## src/rtl/cmon_pkg.sv

```systemverilog
`timescale 1ns/1ps
package cmon_pkg;

    localparam int ADDR_W = 3;
    localparam int NFLAG  = 2;

    localparam logic [ADDR_W-1:0] OFS_CTRL = 3'd0;
    localparam logic [ADDR_W-1:0] OFS_STAT = 3'd1;
    localparam logic [ADDR_W-1:0] OFS_FCLR = 3'd2;
    localparam logic [ADDR_W-1:0] OFS_HIT  = 3'd3;
    localparam logic [ADDR_W-1:0] OFS_MISS = 3'd4;

    // control register bit positions
    localparam int B_HIT_EN  = 0;
    localparam int B_MISS_EN = 1;
    localparam int B_HIT_CLR = 2;
    localparam int B_MISS_CLR= 3;
    localparam int B_ERR_IE  = 4;
    localparam int B_END_IE  = 5;

    // flag index order inside flag vectors
    localparam int F_ERR = 0;
    localparam int F_END = 1;

    typedef struct packed {
        logic end_ie;
        logic err_ie;
        logic miss_en;
        logic hit_en;
    } ctrl_t;

    typedef struct packed {
        logic             hit_clr;
        logic             miss_clr;
        logic [NFLAG-1:0] flag_clr;
    } cmd_t;

    function automatic logic addr_hit(input logic wr, input logic [ADDR_W-1:0] a,
                                      input logic [ADDR_W-1:0] ofs);
        return wr && (a == ofs);
    endfunction

endpackage

```

## src/rtl/cmon_counter.sv

```systemverilog
`timescale 1ns/1ps
module cmon_counter #(
    parameter int W = 32
) (
    input  logic         clk,
    input  logic         rst,
    input  logic         en,
    input  logic         clr,
    input  logic         inc,
    output logic [W-1:0] cnt
);
    localparam logic [W-1:0] MAXV = '1;

    logic at_max;
    assign at_max = (cnt == MAXV);

    always_ff @(posedge clk) begin
        if (rst)
            cnt <= '0;
        else if (clr)
            cnt <= '0;
        else if (en && inc && !at_max)
            cnt <= cnt + W'(1);
    end

    a_r5_clear_zero: assert property (@(posedge clk) disable iff (rst)
        clr |=> (cnt == '0));

    a_r4_no_wrap: assert property (@(posedge clk) disable iff (rst)
        !clr |=> (cnt >= $past(cnt)));

    a_r6_hold_when_off: assert property (@(posedge clk) disable iff (rst)
        (!en && !clr) |=> $stable(cnt));

endmodule

```

## src/rtl/cmon_flags.sv

```systemverilog
`timescale 1ns/1ps
module cmon_flags #(
    parameter int N = 2
) (
    input  logic         clk,
    input  logic         rst,
    input  logic [N-1:0] set,
    input  logic [N-1:0] clr,
    input  logic [N-1:0] ie,
    output logic [N-1:0] flags,
    output logic         irq
);
    for (genvar i = 0; i < N; i++) begin : g_flag
        always_ff @(posedge clk) begin
            if (rst)
                flags[i] <= 1'b0;
            else
                flags[i] <= set[i] | (flags[i] & ~clr[i]);
        end

        a_r7_sticky: assert property (@(posedge clk) disable iff (rst)
            (flags[i] && !clr[i]) |=> flags[i]);

        a_r8_set_wins: assert property (@(posedge clk) disable iff (rst)
            set[i] |=> flags[i]);
    end

    assign irq = |(flags & ie);

    a_r9_irq_cause: assert property (@(posedge clk) disable iff (rst)
        irq |-> (|flags));

endmodule

```

## src/rtl/cmon_regs.sv

```systemverilog
`timescale 1ns/1ps
module cmon_regs
    import cmon_pkg::*;
#(
    parameter int DATA_W = 32,
    parameter int HIT_W  = 32,
    parameter int MISS_W = 16
) (
    input  logic              clk,
    input  logic              rst,
    input  logic              bus_wr,
    input  logic [ADDR_W-1:0] bus_addr,
    input  logic [DATA_W-1:0] bus_wdata,
    input  logic [HIT_W-1:0]  hit_cnt,
    input  logic [MISS_W-1:0] miss_cnt,
    input  logic [NFLAG-1:0]  flags,
    output ctrl_t             ctrl,
    output cmd_t              cmd,
    output logic [DATA_W-1:0] bus_rdata
);
    logic wr_ctrl, wr_fclr;
    assign wr_ctrl = addr_hit(bus_wr, bus_addr, OFS_CTRL);
    assign wr_fclr = addr_hit(bus_wr, bus_addr, OFS_FCLR);

    always_ff @(posedge clk) begin
        if (rst) begin
            ctrl <= '0;
        end else if (wr_ctrl) begin
            ctrl.hit_en  <= bus_wdata[B_HIT_EN];
            ctrl.miss_en <= bus_wdata[B_MISS_EN];
            ctrl.err_ie  <= bus_wdata[B_ERR_IE];
            ctrl.end_ie  <= bus_wdata[B_END_IE];
        end
    end

    // clear strobes live for the write cycle only
    always_comb begin
        cmd.hit_clr  = wr_ctrl && bus_wdata[B_HIT_CLR];
        cmd.miss_clr = wr_ctrl && bus_wdata[B_MISS_CLR];
        cmd.flag_clr = wr_fclr ? bus_wdata[NFLAG-1:0] : '0;
    end

    always_comb begin
        bus_rdata = '0;
        case (bus_addr)
            OFS_CTRL: begin
                bus_rdata[B_HIT_EN]  = ctrl.hit_en;
                bus_rdata[B_MISS_EN] = ctrl.miss_en;
                bus_rdata[B_ERR_IE]  = ctrl.err_ie;
                bus_rdata[B_END_IE]  = ctrl.end_ie;
            end
            OFS_STAT: bus_rdata[NFLAG-1:0] = flags;
            OFS_HIT:  bus_rdata = DATA_W'(hit_cnt);
            OFS_MISS: bus_rdata = DATA_W'(miss_cnt);
            default:  bus_rdata = '0;
        endcase
    end

    a_r5_clr_no_enable_change: assert property (@(posedge clk) disable iff (rst)
        !wr_ctrl |=> $stable(ctrl));

endmodule

```

## src/rtl/cache_mon.sv

```systemverilog
`timescale 1ns/1ps
module cache_mon
    import cmon_pkg::*;
#(
    parameter int DATA_W = 32,
    parameter int HIT_W  = 32,
    parameter int MISS_W = 16
) (
    input  logic              clk,
    input  logic              rst,
    input  logic              ev_hit,
    input  logic              ev_miss,
    input  logic              ev_wr_err,
    input  logic              ev_inval_done,
    input  logic              bus_wr,
    input  logic [2:0]        bus_addr,
    input  logic [DATA_W-1:0] bus_wdata,
    output logic [DATA_W-1:0] bus_rdata,
    output logic              irq
);
    ctrl_t             ctrl;
    cmd_t              cmd;
    logic [HIT_W-1:0]  hit_cnt;
    logic [MISS_W-1:0] miss_cnt;
    logic [NFLAG-1:0]  flags, fset, fie;

    cmon_regs #(.DATA_W(DATA_W), .HIT_W(HIT_W), .MISS_W(MISS_W)) regs_i (
        .clk(clk), .rst(rst), .bus_wr(bus_wr), .bus_addr(bus_addr),
        .bus_wdata(bus_wdata), .hit_cnt(hit_cnt), .miss_cnt(miss_cnt),
        .flags(flags), .ctrl(ctrl), .cmd(cmd), .bus_rdata(bus_rdata)
    );

    cmon_counter #(.W(HIT_W)) hit_i (
        .clk(clk), .rst(rst), .en(ctrl.hit_en), .clr(cmd.hit_clr),
        .inc(ev_hit), .cnt(hit_cnt)
    );

    cmon_counter #(.W(MISS_W)) miss_i (
        .clk(clk), .rst(rst), .en(ctrl.miss_en), .clr(cmd.miss_clr),
        .inc(ev_miss), .cnt(miss_cnt)
    );

    always_comb begin
        fset        = '0;
        fset[F_ERR] = ev_wr_err;
        fset[F_END] = ev_inval_done;
        fie         = '0;
        fie[F_ERR]  = ctrl.err_ie;
        fie[F_END]  = ctrl.end_ie;
    end

    cmon_flags #(.N(NFLAG)) flags_i (
        .clk(clk), .rst(rst), .set(fset), .clr(cmd.flag_clr), .ie(fie),
        .flags(flags), .irq(irq)
    );

    a_r1_hit_step: assert property (@(posedge clk) disable iff (rst)
        (!cmd.hit_clr) |=> (hit_cnt - $past(hit_cnt) <= HIT_W'(1)));

    a_r2_miss_step: assert property (@(posedge clk) disable iff (rst)
        (!cmd.miss_clr) |=> (miss_cnt - $past(miss_cnt) <= MISS_W'(1)));

endmodule

```

## config.mk

```make
export PLATFORM = sky130hd
export DESIGN_NAME = cache_mon
export DESIGN_NICKNAME = d
export VERILOG_FILES = /design/src/rtl/cmon_pkg.sv /design/src/rtl/cmon_counter.sv /design/src/rtl/cmon_flags.sv /design/src/rtl/cmon_regs.sv /design/src/rtl/cache_mon.sv
export SDC_FILE = /design/constraint.sdc
export NUM_CORES = 1
export LEC_CHECK = 0
export CAP_MARGIN = 10
export CORE_UTILIZATION = 40
export DETAILED_ROUTE_END_ITERATION = 8
export DONT_BUFFER_PORTS = 1
export GPL_TIMING_DRIVEN = 0
export PLACE_DENSITY = 0.61
export SYNTH_ARGS = -nofsm -noshare
export SYNTH_HDL_FRONTEND = slang
export SYNTH_SLANG_ARGS = --single-unit
```

## constraint.sdc

```tcl
create_clock -name clk -period 2.2 [get_ports clk]
set_input_delay 0.22 -clock clk [delete_from_list [all_inputs] [get_ports clk]]
set_output_delay 0.22 -clock clk [all_outputs]
set_load 0.01 [all_outputs]
```

Yosys cells after proc, flatten, opt, wreduce, memory -nomap -nowiden. Index checks and enable logic that the tools add are counted.

Equal/unequal tests: 6. Bitwise gates (word level): 7. Reductions and logical operators: 14. Add/subtract/negate cells: 2. Mux-type cells: 5.

Operators by type and width (count): 26-bit case mux with 2 select lines (1); 32-bit by 1-bit adder with 32-bit output, second input constant (1); 32-bit == test, second input constant (1); 16-bit by 1-bit adder with 16-bit output, second input constant (1); 16-bit == test, second input constant (1); 1-bit logical AND (8); 2-bit case mux with 4 select lines (1); 3-bit by 2-bit == test with 1-bit output, second input constant (2); 2-bit case mux with 3 select lines (1); 2-bit OR reduction (3); 2-bit case mux with 2 select lines (1); 3-bit by 1-bit == test with 1-bit output, second input constant (1); 3-bit == test, second input constant (1); 3-bit zero test (1); 1-bit AND (2); 2-bit AND (1); 1-bit zero test (2); 2-bit 2-to-1 mux (1); 1-bit inverter (2); 1-bit OR (2).

Bits in registers: 54. Output and inout port bits: 33. Logic and storage cells: 42. Bits of input ports: 42.

Depth between registers and ports, before layout.
Depth in word-level cells: 6. Mapped depth: 8. Mapped depth without buffers: 6.

Cells and area by module. From an unflattened synthesis, not the netlist that was laid out.

Cells, all modules: 381. Area total of the unflattened synthesis: 3240.6 sq um.

By module, submodules not included: cmon_counter (hit_i) (cells each 201, area an instance 1669.1 sq um, seq. area each 640.6 sq um, times used 1); cmon_counter (miss_i) (cells each 96, area an instance 848.3 sq um, seq. area each 320.3 sq um, times used 1); cmon_regs (cells each 75, area an instance 644.4 sq um, seq. area each 80.1 sq um, times used 1); cmon_flags (cells each 9, area an instance 78.8 sq um, seq. area each 40.0 sq um, times used 1).

Worst setup path after synthesis. Ideal clock, no wire load.

Kind: register to register. Start: reg hit_i.cnt[2]. End: reg hit_i.cnt[31]. Data arrival time: 1954 ps. Clock period less this slack: 2024 ps. Data required time: 2130 ps. Path buffers: 0. Cell stages (with the launch flop): 6. Path slack: 176 ps. Setup time: 70 ps. Cells stage by stage: dfxtp_1 > and4_1 > or4b_4 > a211oi_4 > or4b_1 > a21oi_1.

Longest elaborated chain between the ends: 3. Elaborated cells on any way between the ends: 4. Classes of those cells: add/sub (1); eq/ne (1); reduce/logical (2).

RTL lines: from (decl) (line cmon_counter.sv:10) `output logic [W-1:0] cnt`; from (signal assigned) (line cmon_counter.sv:23) `cnt <= cnt + W'(1);`; parallel branches: the longest is 3 deep, another holds 32-bit by 1-bit adder with 32-bit output.

Parallel ways; which one is timed is not known. A chain may end at the register's enable or synchronous reset.

Final worst setup path.
Start: reg hit_i.cnt[4]. End: reg hit_i.cnt[31].

The elaborated chain is that of the path after synthesis.

==> results.md <==
* Status: completed
* Post-synthesis sequential area ratio at 36.0%
* Post-Route WL at 7550 um
* Initial Util at 41.4%
* HP Class: in -> reg
* Sink Count at 54
* Power density over the cells at 485 mW/mm2
* Routed Antenna Nets at 0
* PortBufs at 0
* GRT Overall Usage at 21.0%
* Number of synthesized register bits at 54
* Final setup vio count at 0
* Fin cells at 469
* Leakage at 0.00107 uW
* I/O Pins at 75
* Die X at 88.6 um
* Detailed Place HPWL at 5620 um
* Final Hold Viols at 0
* Crit-path max FO at 7
* Post-route DRC at 0
* Area delta synth->final at 9.71%
* Critical Path Start Type: flip-flop
* Share of cells above drive strength 1 at 9.73%
* Die area at 0.00786 mm2
* Max Freq at 477 MHz
* 1st-pass router iterations at 4
* First-pass GRT wire length at 12700 um
* CP Capture Type: flip-flop
* XOR/XNOR Fraction of Synth Area at 6.42%
* Overflow after GRT at 0
* Largest family of logic cells by synthesized area: simple AND/OR/NAND/NOR gates
* Mapped Cells at 363
* Critical path required time at 2.44 ns
* Largest net degree at the start of global routing at 15
* GP Congestion at 0.909
* Initial antenna violation count at 0
* Num CTS Buffers at 5
* Slew headroom at 60.4%
* Vias at 2701
* CP arrival at 2.34 ns
* Die height at 88.6 um
* Layout Skew at 0.00788 ns
* Drt via density at 5.76
* Fin. max-slew vios at 0
* Worst hold slack at 0.0307 ns
* Max Cap Viol at 0
* Post-Synth Simple-Gate Area at 32.0%
* Worst IR Drop VDD at 0.284 mV
* Initial detailed-routing violation count at 135
* Placed cell count at 462
* Crit share post-route at 95.4%
* Mapped Area at 0.00300 mm2
* Core footprint at 0.00725 mm2
* Ant. Diodes at 0
* Vias in the first global route at 2630
* CTS tree: done
* Rows at 31
* Ys Warns at 0
* Setup CP Type: reg -> reg
* Area share of fa/ha/maj cells after synthesis at 0.833%
* Clk Latency, worst-skew pair at 0.30 ns
* Root Driver: clkbuf_8
* TNS Setup at 0 ns
* Reg clk slew, reported paths at 0.09 ns
* Avg Cell Area, Syn at 8.27 um2
* Fin crit period at 2.10 ns
* WL per Instance at 16.1 um
* Nets at 415
* Library cells used by synthesis at 43
* Clk buf depth at 2
* CTS H-tree depth at 2
* Post-synth net total at 407
* Slew @ Worst Pin at 0.594 ns
* Compound-cell area share of the yosys netlist at 19.9%
* Fraction of synthesized area in multiplexers at 2.38%
## critical path: stages, from the launching register on
cell and delay [ns]:
dfxtp_2 0.42, nand3_2 0.13, or4b_4 0.61, a211oi_4 0.28, or4b_1 0.45, a21oi_1 0.14
## timing repair
action / 4_1_cts / 5_1_grt
hold buffers: 0 / 0
resized for setup: 10 / 16
endpoints found under the setup margin: 14 / 31
hold endpoints to repair: 0 / 0
pin swaps: 2 / 3
buffers inserted: 0 / 3
## cell type report
cell class	count	area (um2)
Fill cell	753	3960
Buffer	14	55.1
Sequential cell	54	1100
Clock buffer	6	82.6
Timing Repair Buffer	3	22.5
Inverter	4	15.0
Multi-Input combinational cell	289	1900
Tap cell	99	124
## per-stage QoR
step	setup WS [ns]	instance area, um2	total power [uW]	util (%)
2_1_floorplan	0.176	3000	1050	-
3_3_place_gp	-0.305	3130	1070	43.1
3_5_place_dp	-0.312	3130	1070	43.1
4_1_cts	0.000868	3230	1620	44.6
5_1_grt	-0.00356	3290	1660	45.4
6_report	0.102	3290	1600	45.4
## synth_stat cells
cell / count / area (um2)
a21oi_1: 23 / 115
and2_1: 22 / 138
a22oi_1: 3 / 22.5
or4_1: 8 / 60.1
a211oi_4: 1 / 20.0
and3_1: 8 / 50.1
ha_1: 2 / 25.0
nor4_2: 1 / 12.5
nand3_1: 11 / 55.1
nor4b_2: 1 / 15.0
nand2_1: 29 / 109
nand4_2: 1 / 12.5
a22o_1: 13 / 114
dfxtp_1: 54 / 1080
or4b_4: 1 / 13.8
o211ai_1: 14 / 105
a31oi_1: 2 / 12.5
nor2_1: 35 / 131
o41ai_1: 1 / 8.76
a211oi_1: 5 / 37.5
clkbuf_1: 15 / 56.3
nand4_1: 15 / 93.8
a2111oi_0: 1 / 8.76
and4_1: 10 / 87.6
a21o_1: 3 / 22.5
nor4bb_1: 1 / 10.0
or4b_1: 1 / 10.0
inv_1: 4 / 15.0
nor3_1: 7 / 35.0
o31ai_1: 5 / 37.5
nor4b_1: 1 / 8.76
and3b_1: 1 / 8.76
buf_1: 1 / 3.75
mux2_2: 1 / 11.3
xor2_1: 14 / 123
xnor2_1: 8 / 70.1
o2111ai_1: 1 / 8.76
mux2i_1: 6 / 60.1
or3_1: 13 / 81.3
or2_2: 2 / 12.5
a21bo_2: 1 / 10.0
o21ai_0: 15 / 75.1
nand3b_1: 2 / 15.0
## kinds of logic after synthesis
| kind of cell | Yosys count |
|---|---|
| compound gates | 88 |
| xor+xnor | 22 |
| fa+ha+maj | 2 |
| buf+inv | 20 |
| flops | 54 |
| mux | 7 |
| simple gates | 170 |
## routing by layer
| layer | global-route usage, % | routed length (um) | vias up |
|---|---|---|---|
| met5 | 0 | 0 | - |
| met2 | 36.1 | 3660 | 50 |
| li1 | - | - | 1365 |
| met3 | 4.76 | 365 | 10 |
| met1 | 25.5 | 3430 | 1276 |
| met4 | 7.62 | 96 | 0 |
## where the power goes
part	internal [uW]	switching (uW)	total (uW)	leakage, uW
Clock	244	309	553	0.0000431
Combinational	17.6	44.5	62.1	0.000582
Sequential	979	4.52	983	0.000441
## flip-flops by register name (all words and copies together), names as in the netlist
name           count
regs_i.ctrl        4
miss_i.cnt        16
flags_i.flags      2
hit_i.cnt         32
## path summary, 6_finish.rpt
path,cells past startpoint,from,slack (ns),to
setup / recovery,5,hit_i.cnt[4],0.10,hit_i.cnt[31]
hold / removal,2,ev_inval_done,0.03,flags_i.flags[1]
setup reg to reg,5,hit_i.cnt[4],0.10,hit_i.cnt[31]
hold reg to reg,2,hit_i.cnt[22],0.50,hit_i.cnt[22]
## placed cells by master, fill, tap and decap left out, drive strengths merged, types with 2 or more instances in the layout
master / instances
and4: 10
a31oi: 2
nor4b: 2
o31ai: 5
o21ai: 15
or4: 8
a21o: 3
and2: 22
a21oi: 23
nand3: 11
buf: 5
and3: 8
or3: 13
nand3b: 2
xnor2: 8
o211ai: 14
or2: 2
inv: 4
a22o: 13
nor3: 7
clkbuf: 18
or4b: 2
a211oi: 6
nand2: 29
mux2i: 6
nor2: 35
a22oi: 3
xor2: 14
dfxtp: 54
nand4: 16
ha: 2
Power figures use the tool's default switching activity.
